File: config.mk
export PLATFORM = sky130hd
export DESIGN_NAME = rtc_core
export DESIGN_NICKNAME = d
export VERILOG_FILES = /design/src/rtl/rtc_pkg.sv /design/src/rtl/rtc_prescaler.sv /design/src/rtl/rtc_seconds.sv /design/src/rtl/rtc_status.sv /design/src/rtl/rtc_core.sv
export SDC_FILE = /design/constraint.sdc
export NUM_CORES = 1
export LEC_CHECK = 0
export BUFFER_PORTS_ARGS = -buffer_cell sky130_fd_sc_hd__buf_2
export CAP_MARGIN = 20
export CORE_ASPECT_RATIO = 1.5
export CORE_MARGIN = 5
export CORE_UTILIZATION = 50
export CTS_CLUSTER_DIAMETER = 40
export CTS_CLUSTER_SIZE = 16
export DETAILED_ROUTE_END_ITERATION = 7
export MAX_ROUTING_LAYER = met4
export PLACE_DENSITY = 0.69
export SLEW_MARGIN = 5
export SYNTH_ARGS = -nofsm -noshare
export SYNTH_HDL_FRONTEND = slang
export SYNTH_SLANG_ARGS = --single-unit
export TNS_END_PERCENT = 10
File: constraint.sdc
create_clock -name clk -period 10 [get_ports clk]
set_input_delay 0 -clock clk [delete_from_list [all_inputs] [get_ports clk]]
set_output_delay 0 -clock clk [all_outputs]
set_load 0.1 [all_outputs]
File: src/rtl/rtc_pkg.sv
package rtc_pkg;
    typedef enum logic [1:0] {
        RG_COUNT   = 2'd0,
        RG_ALARM   = 2'd1,
        RG_STATUS  = 2'd2,
        RG_TRIMDIV = 2'd3
    } reg_sel_e;

    // event channel numbering inside the status register
    localparam int unsigned CH_ALARM = 0;
    localparam int unsigned CH_TICK  = 1;
    localparam int unsigned N_CH     = 2;
    localparam int unsigned EN_OFS   = 2;   // enable sits this far above its flag
endpackage

File: src/rtl/rtc_prescaler.sv
module rtc_prescaler #(
    parameter int unsigned DIV_W   = 16,
    parameter int unsigned DEF_DIV = 32767
) (
    input  logic             clk,
    input  logic             rst_n,
    input  logic             en_i,
    input  logic [DIV_W-1:0] div_i,
    output logic             tick_o
);
    localparam logic [DIV_W-1:0] DEF_V = DEF_DIV[DIV_W-1:0];
    localparam logic [DIV_W-1:0] ONE   = {{(DIV_W-1){1'b0}}, 1'b1};

    logic [DIV_W-1:0] cnt_q;
    logic [DIV_W-1:0] eff_div;
    logic             hit;

    assign eff_div = (div_i == '0) ? DEF_V : div_i;
    assign hit     = (cnt_q >= eff_div);
    assign tick_o  = en_i & hit;

    always_ff @(posedge clk or negedge rst_n) begin
        if (!rst_n) begin
            cnt_q <= '0;
        end else if (en_i) begin
            cnt_q <= hit ? '0 : cnt_q + ONE;
        end
    end
endmodule

File: src/rtl/rtc_seconds.sv
module rtc_seconds #(
    parameter int unsigned DW = 32
) (
    input  logic          clk,
    input  logic          rst_n,
    input  logic          tick_i,
    input  logic          cnt_we_i,
    input  logic          alm_we_i,
    input  logic [DW-1:0] wdata_i,
    output logic [DW-1:0] count_o,
    output logic [DW-1:0] alarm_o,
    output logic          match_o
);
    localparam logic [DW-1:0] ONE = {{(DW-1){1'b0}}, 1'b1};

    logic [DW-1:0] count_q;
    logic [DW-1:0] alarm_q;
    logic [DW-1:0] next_sec;

    assign next_sec = count_q + ONE;
    assign match_o  = tick_i & ~cnt_we_i & (next_sec == alarm_q);
    assign count_o  = count_q;
    assign alarm_o  = alarm_q;

    always_ff @(posedge clk or negedge rst_n) begin
        if (!rst_n) begin
            count_q <= '0;
        end else if (cnt_we_i) begin
            count_q <= wdata_i;       // software write wins over a tick
        end else if (tick_i) begin
            count_q <= next_sec;
        end
    end

    always_ff @(posedge clk or negedge rst_n) begin
        if (!rst_n) begin
            alarm_q <= '0;
        end else if (alm_we_i) begin
            alarm_q <= wdata_i;
        end
    end
endmodule

File: src/rtl/rtc_status.sv
module rtc_status
    import rtc_pkg::*;
(
    input  logic                    clk,
    input  logic                    rst_n,
    input  logic                    we_i,
    input  logic [N_CH+EN_OFS-1:0]  wdata_i,
    input  logic [N_CH-1:0]         set_i,
    output logic [N_CH-1:0]         flag_o,
    output logic [N_CH-1:0]         en_o
);
    logic [N_CH-1:0] flag_q;
    logic [N_CH-1:0] en_q;

    for (genvar g = 0; g < N_CH; g++) begin : g_ch
        always_ff @(posedge clk or negedge rst_n) begin
            if (!rst_n) begin
                flag_q[g] <= 1'b0;
                en_q[g]   <= 1'b0;
            end else begin
                // a new event beats a simultaneous write-one-to-clear
                flag_q[g] <= set_i[g] | (flag_q[g] & ~(we_i & wdata_i[g]));
                if (we_i) begin
                    en_q[g] <= wdata_i[g+EN_OFS];
                end
            end
        end
    end

    assign flag_o = flag_q;
    assign en_o   = en_q;
endmodule

File: src/rtl/rtc_core.sv
module rtc_core
    import rtc_pkg::*;
#(
    parameter int unsigned DW      = 32,
    parameter int unsigned DIV_W   = 16,
    parameter int unsigned DEF_DIV = 32767
) (
    input  logic          clk,
    input  logic          rst_n,
    input  logic          en32k,
    input  logic          bus_we,
    input  logic [1:0]    bus_addr,
    input  logic [31:0]   bus_wdata,
    output logic [31:0]   bus_rdata,
    output logic          irq_tick,
    output logic          irq_alarm
);
    localparam int unsigned ST_W = N_CH + EN_OFS;

    reg_sel_e        sel;
    logic            we_cnt, we_alm, we_st, we_td;
    logic            tick;
    logic            match;
    logic [DW-1:0]   sec_count;
    logic [DW-1:0]   alarm_val;
    logic [DW-1:0]   trimdiv_q;
    logic [N_CH-1:0] flags;
    logic [N_CH-1:0] enables;
    logic [N_CH-1:0] ev_set;

    assign sel    = reg_sel_e'(bus_addr);
    assign we_cnt = bus_we && (sel == RG_COUNT);
    assign we_alm = bus_we && (sel == RG_ALARM);
    assign we_st  = bus_we && (sel == RG_STATUS);
    assign we_td  = bus_we && (sel == RG_TRIMDIV);

    always_ff @(posedge clk or negedge rst_n) begin
        if (!rst_n) begin
            trimdiv_q <= '0;
        end else if (we_td) begin
            trimdiv_q <= bus_wdata[DW-1:0];
        end
    end

    rtc_prescaler #(.DIV_W(DIV_W), .DEF_DIV(DEF_DIV)) i_presc (
        .clk    (clk),
        .rst_n  (rst_n),
        .en_i   (en32k),
        .div_i  (trimdiv_q[DIV_W-1:0]),
        .tick_o (tick)
    );

    rtc_seconds #(.DW(DW)) i_sec (
        .clk      (clk),
        .rst_n    (rst_n),
        .tick_i   (tick),
        .cnt_we_i (we_cnt),
        .alm_we_i (we_alm),
        .wdata_i  (bus_wdata[DW-1:0]),
        .count_o  (sec_count),
        .alarm_o  (alarm_val),
        .match_o  (match)
    );

    always_comb begin
        ev_set           = '0;
        ev_set[CH_ALARM] = match;
        ev_set[CH_TICK]  = tick;
    end

    rtc_status i_stat (
        .clk     (clk),
        .rst_n   (rst_n),
        .we_i    (we_st),
        .wdata_i (bus_wdata[ST_W-1:0]),
        .set_i   (ev_set),
        .flag_o  (flags),
        .en_o    (enables)
    );

    always_comb begin
        bus_rdata = '0;
        unique case (sel)
            RG_COUNT:   bus_rdata = sec_count;
            RG_ALARM:   bus_rdata = alarm_val;
            RG_STATUS:  bus_rdata = {{(32-ST_W){1'b0}}, enables, flags};
            RG_TRIMDIV: bus_rdata = trimdiv_q;
            default:    bus_rdata = '0;
        endcase
    end

    assign irq_alarm = flags[CH_ALARM] & enables[CH_ALARM];
    assign irq_tick  = flags[CH_TICK]  & enables[CH_TICK];
endmodule

**After elaboration in Yosys (flattened, before gate mapping)**

Cells that the tools add are included.

- Register bits: 116
- Bits in latches: 0
- Memory bits (writable): 0
- Memory bits (read-only): 0
- Bits of input ports: 38
- Output and inout bits: 34
- Logic and storage cells: 41
- Memories kept: 0

- $add $sub $neg: 2
- $mul: 0
- Div/mod/pow operators: 0
- Magnitude comparators: 1
- Equal/unequal tests: 4
- Shift-type cells: 0
- Mux-type cells: 5
- Bitwise operators: 14
- Reduce and logical (&&, ||, !) cells: 7

Operator list:

| cell | number |
|---|---|
| $pmux W32 S4 | 1 |
| $mux W32 | 2 |
| $add A32 B1 Y32 const B | 1 |
| $eq A32 B32 Y1 | 1 |
| $mux W16 | 2 |
| $add A16 B1 Y16 const B | 1 |
| $ge A16 B16 Y1 | 1 |
| $logic_not A16 Y1 | 1 |
| $and A1 B1 Y1 | 9 |
| $eq A2 B2 Y1 const B | 2 |
| $logic_and A1 B1 Y1 | 4 |
| $not A1 Y1 | 3 |
| $eq A2 B1 Y1 const B | 1 |
| $logic_not A2 Y1 | 1 |
| $or A1 B1 Y1 | 2 |
| $reduce_bool A2 Y1 | 1 |

**Depth between registers and ports, before layout**

Gate-level depths: netlist (run 1).

- Depth in word-level cells: 7
- Mapped depth: 15
- Depth with buffers taken out: 11

**Hierarchy**

A second synthesis (run 1) with hierarchy kept.

- Cell total of the unflattened synthesis: 725
- Area, all modules: 7619.8 µm²

Modules (own cells, without submodules):

| module | instances | cells each | area an instance (µm²) | sequential area each (µm²) |
|---|---|---|---|---|
| rtc_seconds | 1 | 428 | 4060.1 | 1601.5 |
| rtc_core | 1 | 145 | 2134.5 | 800.8 |
| rtc_prescaler | 1 | 142 | 1280.0 | 400.4 |
| rtc_status | 1 | 10 | 145.1 | 100.1 |

**Worst setup path after synthesis (run 1)**

Ideal clock, no wire load.

- Path type: register to register
- Start point: register trimdiv_q[0]
- End point: register i_sec.count_q[13], in the netlist i_sec.count_o[13]
- Library setup time: 0.077 ns
- Data arrival time: 3.302 ns
- Required time: 9.923 ns
- Path slack: 6.621 ns
- Stages on the path, launching flop included: 16
- Buffers on the path: 4
- Clock period less this slack: 3.379 ns
- Cell sequence: dfrtp_1 -> nor4_1 -> and4_1 -> clkbuf_1 -> clkbuf_1 -> nor2_1 -> ha_1 -> nand4_1 -> nor2_1 -> o2111ai_1 -> o211ai_1 -> clkbuf_1 -> buf_1 -> nand3_1 -> xor2_1 -> a21oi_1

- Longest elaborated chain between the ends: 5

Ends and longest elaborated chain:

| what | RTL line | RTL |
|---|---|---|
| from (decl) | rtc_core.sv:26 | `logic [DW-1:0] trimdiv_q;` |
| from (signal assigned) | rtc_core.sv:41 | `trimdiv_q <= bus_wdata[DW-1:0];` |
| $logic_not A16 Y1 | rtc_prescaler.sv:18 | `assign eff_div = (div_i == '0) ? DEF_V : div_i;` |
| $mux W16 * | rtc_prescaler.sv:18 |  |
| $ge A16 B16 Y1 * | rtc_prescaler.sv:19 | `assign hit = (cnt_q >= eff_div);` |
| $and A1 B1 Y1 * | rtc_prescaler.sv:20 | `assign tick_o = en_i & hit;` |
| $reduce_bool A2 Y1 (no line) * | n/a |  |
| to (signal assigned) | rtc_seconds.sv:29 | `count_q <= wdata_i;` |
| to (signal assigned) | rtc_seconds.sv:31 | `count_q <= next_sec;` |
| to (decl) | rtc_seconds.sv:16 | `logic [DW-1:0] count_q;` |

Every way passes the cells marked *; elsewhere a longest branch is shown, timed or not.
A chain may end at the register's enable or synchronous reset.

**Worst setup path in the final report (run 1)**

- Start point: register trimdiv_q[10]
- End point: register i_stat.flag_q[0], in the netlist i_stat.flag_o[0]

- Longest elaborated chain between the ends: 7

Ends and longest elaborated chain:

| what | RTL line | RTL |
|---|---|---|
| $logic_not A16 Y1 | rtc_prescaler.sv:18 |  |
| $mux W16 * | rtc_prescaler.sv:18 |  |
| $ge A16 B16 Y1 * | rtc_prescaler.sv:19 |  |
| $and A1 B1 Y1 * | rtc_prescaler.sv:20 |  |
| $and A1 B1 Y1 * (2 in series) | rtc_seconds.sv:21 | `assign match_o = tick_i & ~cnt_we_i & (next_sec == alarm_q);` |
| $or A1 B1 Y1 * | rtc_status.sv:22 | `flag_q[g] <= set_i[g] \| (flag_q[g] & ~(we_i & wdata_i[g]));` |
| to (signal, indexed assignment) | rtc_status.sv:22 |  |
| to (decl) | rtc_status.sv:12 | `logic [N_CH-1:0] flag_q;` |

Marks and branches as above.

==> metrics.md, run 1 <==
| Metric | Value |
|---|---|
| Status | completed |
| Power Density | 218 nW/um^2 |
| Port Buffers | 71 |
| CTS HTree Levels | 4 |
| Largest area contributor in the netlist | dfrtp_1 |
| Asr flop ratio synth | 100% |
| CTS tree | built |
| Maximum VDD drop | 0.132 mV |
| Worst-Skew Late Latency | 420 ps |
| Largest net degree at the start of global routing | 67 |
| Final Hold Fails | 0 |
| Share of the synthesized area in the top cell type | 39.5% |
| Fillcell total | 1257 |
| Yosys reg bits | 116 |
| DR pass1 iterations | 7 |
| Die Ht | 159 microns |
| Worst slew pin tran | 1100 ps |
| Final worst hold slack | 84.8 ps |
| Number of enable flip-flop cells after synthesis | 0 |
| Starting Density | 50.6% |
| WP data arrival | 4490 ps |
| Max-slew violation count | 0 |
| Clock buffer count from CTS | 17 |
| Fmax | 240 MHz |
| Crit path kind | flip-flop to flip-flop |
| DRC Markers | 0 |
| RSZ-0062 raised after global routing | false |
| Crit end category | flip-flop |
| Min Clock Period, post-route | 4170 ps |
| Final antenna-violating net count | 0 |
| R2r endpoint | i_stat.flag_o[0] |
| Clock Tree Buf Depth | 2 |
| Die Footprint | 17300 sq um |
| R2R setup slack | 5830 ps |
| Netlist cell types | 57 |
| Vias in the first global route | 6259 |
| Worst min path class | primary input to flip-flop |
| Starting DRT DRC Count | 334 |
| Setup TNS | 0 ps |
| Final period utilization | 41.7% |
| Synth Flop Type | dfrtp_1 |
| Root buffer cell | clkbuf_16 |
| Synthesized area | 7350 sq um |
| Leakage power | 0.00370 uW |
| Cts repair resizes | 0 |
| Synth Instances | 730 |
| Routed wire length | 20200 microns |
| Total grt overflow | 0 |
| Syn avg cell area | 10.1 sq um |
| Crit path max fanout | 36 |
| Register area share after synthesis | 39.5% |
| CP Capture Point | i_stat.flag_o[0] |
| Number of diodes | 0 |
| Commonest non-fill, non-tap cell in the layout | dfrtp_1 |
| Die W | 109 microns |
| Via count | 5984 |
| Critical Path RT | 10320 ps |
| # IOs | 72 |
| Clock transition at the registers of the reported paths | 50 ps |
| Top post-synthesis cells by area | dfrtp_1 (39%), mux2_2 (14%), xor2_1 (5.8%) |
| Critical R2R Launch | trimdiv_q[10] |
| Critical path origin | trimdiv_q[10] |
| Initial antenna violation count | 0 |
| Syn_nets | 786 |
| Core Util, Final | 59.5% |
| First-pass GRT wire length | 32600 microns |
| Routed len/inst | 20.0 microns |
| Sink Count | 116 |
| Max Cap Violations | 0 |
| Final net count | 857 |
| Most frequent cells in the layout | dfrtp_1 (116), mux2_2 (93), nor2_1 (77) |
| Max transition margin | 26.1% |
| Worst slack, placed | 5910 ps |
| Startpoint Class | flip-flop |
| GPL Wtd Cong | 0.953 |
| # setup viols final | 0 |
| Post-CTS setup buffers | 0 |
| Final HPWL from detailed placement | 14100 microns |
| Final setup margin | 5830 ps |
| Share of cells above drive strength 1 | 27.3% |
| FF-to-FF path depth | 12 |
| Synth warn | 0 |
| Core Area | 14500 sq um |
| Fin Clk Skew | 9.72 ps |
| Vias/cell | 5.92 |
| Global-route usage over all layers | 25.2% |
| Layout area overhead | 17.6% |
| Rows | 54 |
[cell type report]
cell class / instances / area (sq um) / share of cell area [%]
sequential: 116 / 2900 / 33.6
multi-input combinational: 551 / 4140 / 47.9
clock buffer: 21 / 450 / 5.21
timing repair buffer: 109 / 726 / 8.39
clock inverter: 11 / 158 / 1.82
inverter: 6 / 22.5 / 0.260
tap: 196 / 245 / 2.84
[timing repair]
item / 4_1_cts / 5_1_grt
hold buffers: 33 / 0
hold endpoints to repair: 149 / 0
setup endpoints to repair: 0 / 0
[Yosys cell counts, drive strengths merged, types with 3 or more instances]
cell and count:
inv 6, nand2b 7, a21oi 33, o21ai 17, nor4 13, nand3 38, clkbuf 36, mux4 4
and3 13, nor2 78, or2 4, and4 8, nor3 8, and2 4, a22o 28, nand4 23
mux2i 4, nand2 30, a211oi 6, ha 18, xnor2 35, or3b 5, a31oi 4, o2111ai 3
dfrtp 116, mux2 93, xor2 49, buf 21
[worst max-delay path, cell delays in order (launching register included)]
cell	delay, ps
dfrtp_1	410
nor4_1	350
and4_1	580
nor2_1	100
ha_1	320
nand4_1	150
nor2_1	140
o2111ai_1	120
o211ai_1	170
buf_4	370
and2_0	760
o2111ai_1	260
o31ai_2	300
[metrics by stage]
stage,instances,area (sq um),total power [uW]
5_1_grt,1010,8650,1980
4_1_cts,1010,8650,1900
2_1_floorplan,730,7350,1120
3_5_place_dp,945,7710,1240
3_3_place_gp,945,7710,1230
6_report,1010,8650,1890
[worst min path at each step]
stage	start	end	slack, ps	cells past startpoint
2_1_floorplan	rst_n	i_presc.cnt_q[0]	-300	0
3_3_place_gp	rst_n	i_presc.cnt_q[5]	70	1
3_5_place_dp	rst_n	i_presc.cnt_q[9]	80	1
4_1_cts	bus_we	i_stat.flag_o[1]	80	4
5_1_grt	bus_we	i_stat.en_o[1]	100	3
6_report	bus_we	i_stat.flag_o[1]	80	4
[where the power goes]
part / internal, uW / leakage [uW] / total [uW] / switching [uW]
logic: 221 / 0.00202 / 582 / 361
registers: 554 / 0.00137 / 670 / 116
clock network: 420 / 0.000300 / 637 / 217
total: 1190 / 0.00370 / 1890 / 694
[layer usage]
| metal | global-route usage, % | up-vias | wire length [microns] |
|---|---|---|---|
| li1 | - | 2774 | - |
| met1 | 27.3 | 2982 | 7650 |
| met2 | 43.8 | 172 | 10900 |
| met3 | 4.42 | 56 | 747 |
| met4 | 13.4 | 0 | 865 |
| met5 | - | - | 0 |
[kinds of logic (layout without fill, tap and decap cells)]
group	count (synthesis)	after routing	synth area share (%)
AO/OA/AOI/OAI	104	104	9.54
buffers and inverters	63	147	4.32
adder cells (fa/ha/maj)	18	18	3.06
AND/OR/NAND/NOR	244	244	17.6
XOR/XNOR	84	84	10.0
flip-flops	116	116	39.5
multiplexers	101	101	16.0
[flip-flops by register name (all words and copies together), names as in the netlist]
name,flops
i_sec.alarm_o,32
i_sec.count_o,32
trimdiv_q,32
i_presc.cnt_q,16
i_stat.en_o,2
i_stat.flag_o,2
No activity file was read; power rests on OpenSTA's default activity.
==> inputs of run 2 (changes only) <==
==> constraint.sdc (replaced) <==
create_clock -name clk -period 4 [get_ports clk]
set_input_delay 0 -clock clk [delete_from_list [all_inputs] [get_ports clk]]
set_output_delay 0 -clock clk [all_outputs]
set_load 0.1 [all_outputs]
==> run 2 against run 1 <==
Worst setup slack got worse by 5600 ps. Core utilization rose by 0.94 points. Global-route usage fell by 0.76 points. Combinational power rose to 2.5 times the previous value. Sequential cell count did not move. Non-clock buffer count rose by 8. Critical path type unchanged. Critical endpoint is now i_sec.count_o[23]. Largest power group is now clock.
==> metrics.md, run 2 (same netlist as run 1, synthesis figures left out) <==
| Metric | Value |
|---|---|
| Critical Path RT | 4270 ps (was 10320 ps) |
| Flip-flop and latch area | 2900 sq um (unchanged) |
| Wire length on met2 | 10900 microns (about the same) |
| Layout area overhead | 19.4% (was 17.6%) |
| Vias in the first global route | 6248 (was 6259) |
| # setup viols final | 0 (unchanged) |
| GPL Wtd Cong | 0.969 (was 0.953) |
| Most frequent cells in the layout | dfrtp_1 (116), mux2_2 (93), nor2_1 (77) (unchanged) |
| Final period utilization | 94.2% (was 41.7%) |
| Final net count | 865 (was 857) |
| Rows | 54 (unchanged) |
| Starting DRT DRC Count | 352 (was 334) |
| Post-CTS setup buffers | 0 (unchanged) |
| # IOs | 72 (unchanged) |
| Initial antenna violation count | 0 (unchanged) |
| Maximum VDD drop | 0.289 mV (was 0.132 mV) |
| Number of diodes | 0 (unchanged) |
| Global-route usage over all layers | 24.5% (was 25.2%) |
| Clock transition at the registers of the reported paths | 60 ps (was 50 ps) |
| Largest net degree at the start of global routing | 65 (was 67) |
| Max layer used | met4 (unchanged) |
| M1 WL | 7630 microns (was 7650 microns) |
| Status | completed (unchanged) |
| Max-slew violation count | 0 (unchanged) |
| Max transition margin | 41.6% (was 26.1%) |
| Final Hold Fails | 0 (unchanged) |
| Final HPWL from detailed placement | 13700 microns (was 14100 microns) |
| RSZ-0062 raised after global routing | false (unchanged) |
| Startpoint Class | flip-flop (unchanged) |
| Fin Clk Skew | 11.0 ps (was 9.72 ps) |
| Worst slew pin tran | 876 ps (was 1100 ps) |
| Min Clock Period, post-route | 3770 ps (was 4170 ps) |
| Fillcell total | 1218 (was 1257) |
| WP data arrival | 4030 ps (was 4490 ps) |
| Crit end category | flip-flop (unchanged) |
| CTS HTree Levels | 4 (unchanged) |
| Routed wire length | 19900 microns (was 20200 microns) |
| Starting Density | 50.6% (unchanged) |
| Core Area | 14500 sq um (unchanged) |
| Area of the multi-input gates | 4140 sq um (unchanged) |
| Clock Tree Buf Depth | 2 (unchanged) |
| Die Ht | 159 microns (unchanged) |
| Worst-Skew Late Latency | 420 ps (about the same) |
| Commonest non-fill, non-tap cell in the layout | dfrtp_1 (unchanged) |
| Setup TNS | 0 ps (unchanged) |
| Die Footprint | 17300 sq um (unchanged) |
| Max Cap Violations | 0 (unchanged) |
| DR pass1 iterations | 5 (was 7) |
| DRC Markers | 0 (unchanged) |
| Final antenna-violating net count | 0 (unchanged) |
| Power Density | 556 nW/um^2 (was 218 nW/um^2) |
| Fmax | 265 MHz (was 240 MHz) |
| Crit path max fanout | 25 (was 36) |
| Total grt overflow | 0 (unchanged) |
| Share of cells above drive strength 1 | 28.2% (was 27.3%) |
| Worst min path class | primary input to flip-flop (unchanged) |
| Clock buffer count from CTS | 17 (unchanged) |
| Leakage power | 0.00377 uW (was 0.00370 uW) |
| Crit path kind | flip-flop to flip-flop (unchanged) |
| Placed cell count | 952 (was 945) |
| Via count | 6057 (was 5984) |
| Routed len/inst | 19.6 microns (was 20.0 microns) |
| CTS tree | built (unchanged) |
| First-pass GRT wire length | 32000 microns (was 32600 microns) |
| Root buffer cell | clkbuf_16 (unchanged) |
| Die W | 109 microns (unchanged) |
| WL met3 | 687 microns (was 747 microns) |
| Vias/cell | 5.95 (was 5.92) |
| Port Buffers | 71 (unchanged) |
| Sink Count | 116 (unchanged) |
| Finished Layout Cells | 1018 (was 1010) |
run 2: final cells by class:
cell class,instances,area share (%)
multi-input cells,551,47.2
well taps,196,2.79
clock inverters,13,2.61
flip-flops and latches,116,33.0
repair buffers,117,8.97
clock buffers,19,5.16
inverters,6,0.256
run 2: power breakdown:
group	leakage, uW	internal [uW]	switching [uW]	total [uW]
clock network	0.000333	1200	561	1760
logic	0.00206	553	903	1460
registers	0.00137	1380	288	1670
run 2: worst paths after layout:
kind / startpoint / to / slack (ps) / depth (start not counted)
max in group asynchronous: rst_n / trimdiv_q[29] / 3110 / 3
max reg2reg: trimdiv_q[14] / i_sec.count_o[23] / 230 / 12
min reg2reg: trimdiv_q[27] / trimdiv_q[27] / 500 / 1
min in group asynchronous: rst_n / i_presc.cnt_q[12] / 250 / 3
max: trimdiv_q[14] / i_sec.count_o[23] / 230 / 12
min: en32k / i_presc.cnt_q[1] / 120 / 3
run 2: what timing repair did:
item,CTS,global route
hold endpoints to repair,216,0
hold buffers,34,0
gates resized for setup,0,0
run 2: per-stage QoR:
step           worst slack [ps]  hold WS, ps  util, %  instance area [sq um]  power (uW)
3_3_place_gp                596          171     53.4                   7760        3060
3_5_place_dp                466          177     53.4                   7760        3110
2_1_floorplan               621         -296        -                   7350        2810
5_1_grt                    56.6          173     60.5                   8780        5100
4_1_cts                     343          110     60.5                   8780        4910
6_report                    233          122     60.5                   8780        4890
run 2: critical path, cell delays in order (launching register included):
cell       delay, ps
dfrtp_1          420
nor4_1           370
and4_1           570
nor2_1           110
ha_1             340
nand4_1          160
nor2_1           150
o2111ai_1        120
o211ai_1         220
buf_4            340
or3b_2           500
xor2_1           200
a21oi_1           90
run 2: per-layer routing:
layer / vias up / global-route usage [%]
met5: - / -
met4: 0 / 10.4
met3: 47 / 2.88
met2: 150 / 44.6
met1: 3063 / 26.5
li1: 2797 / -
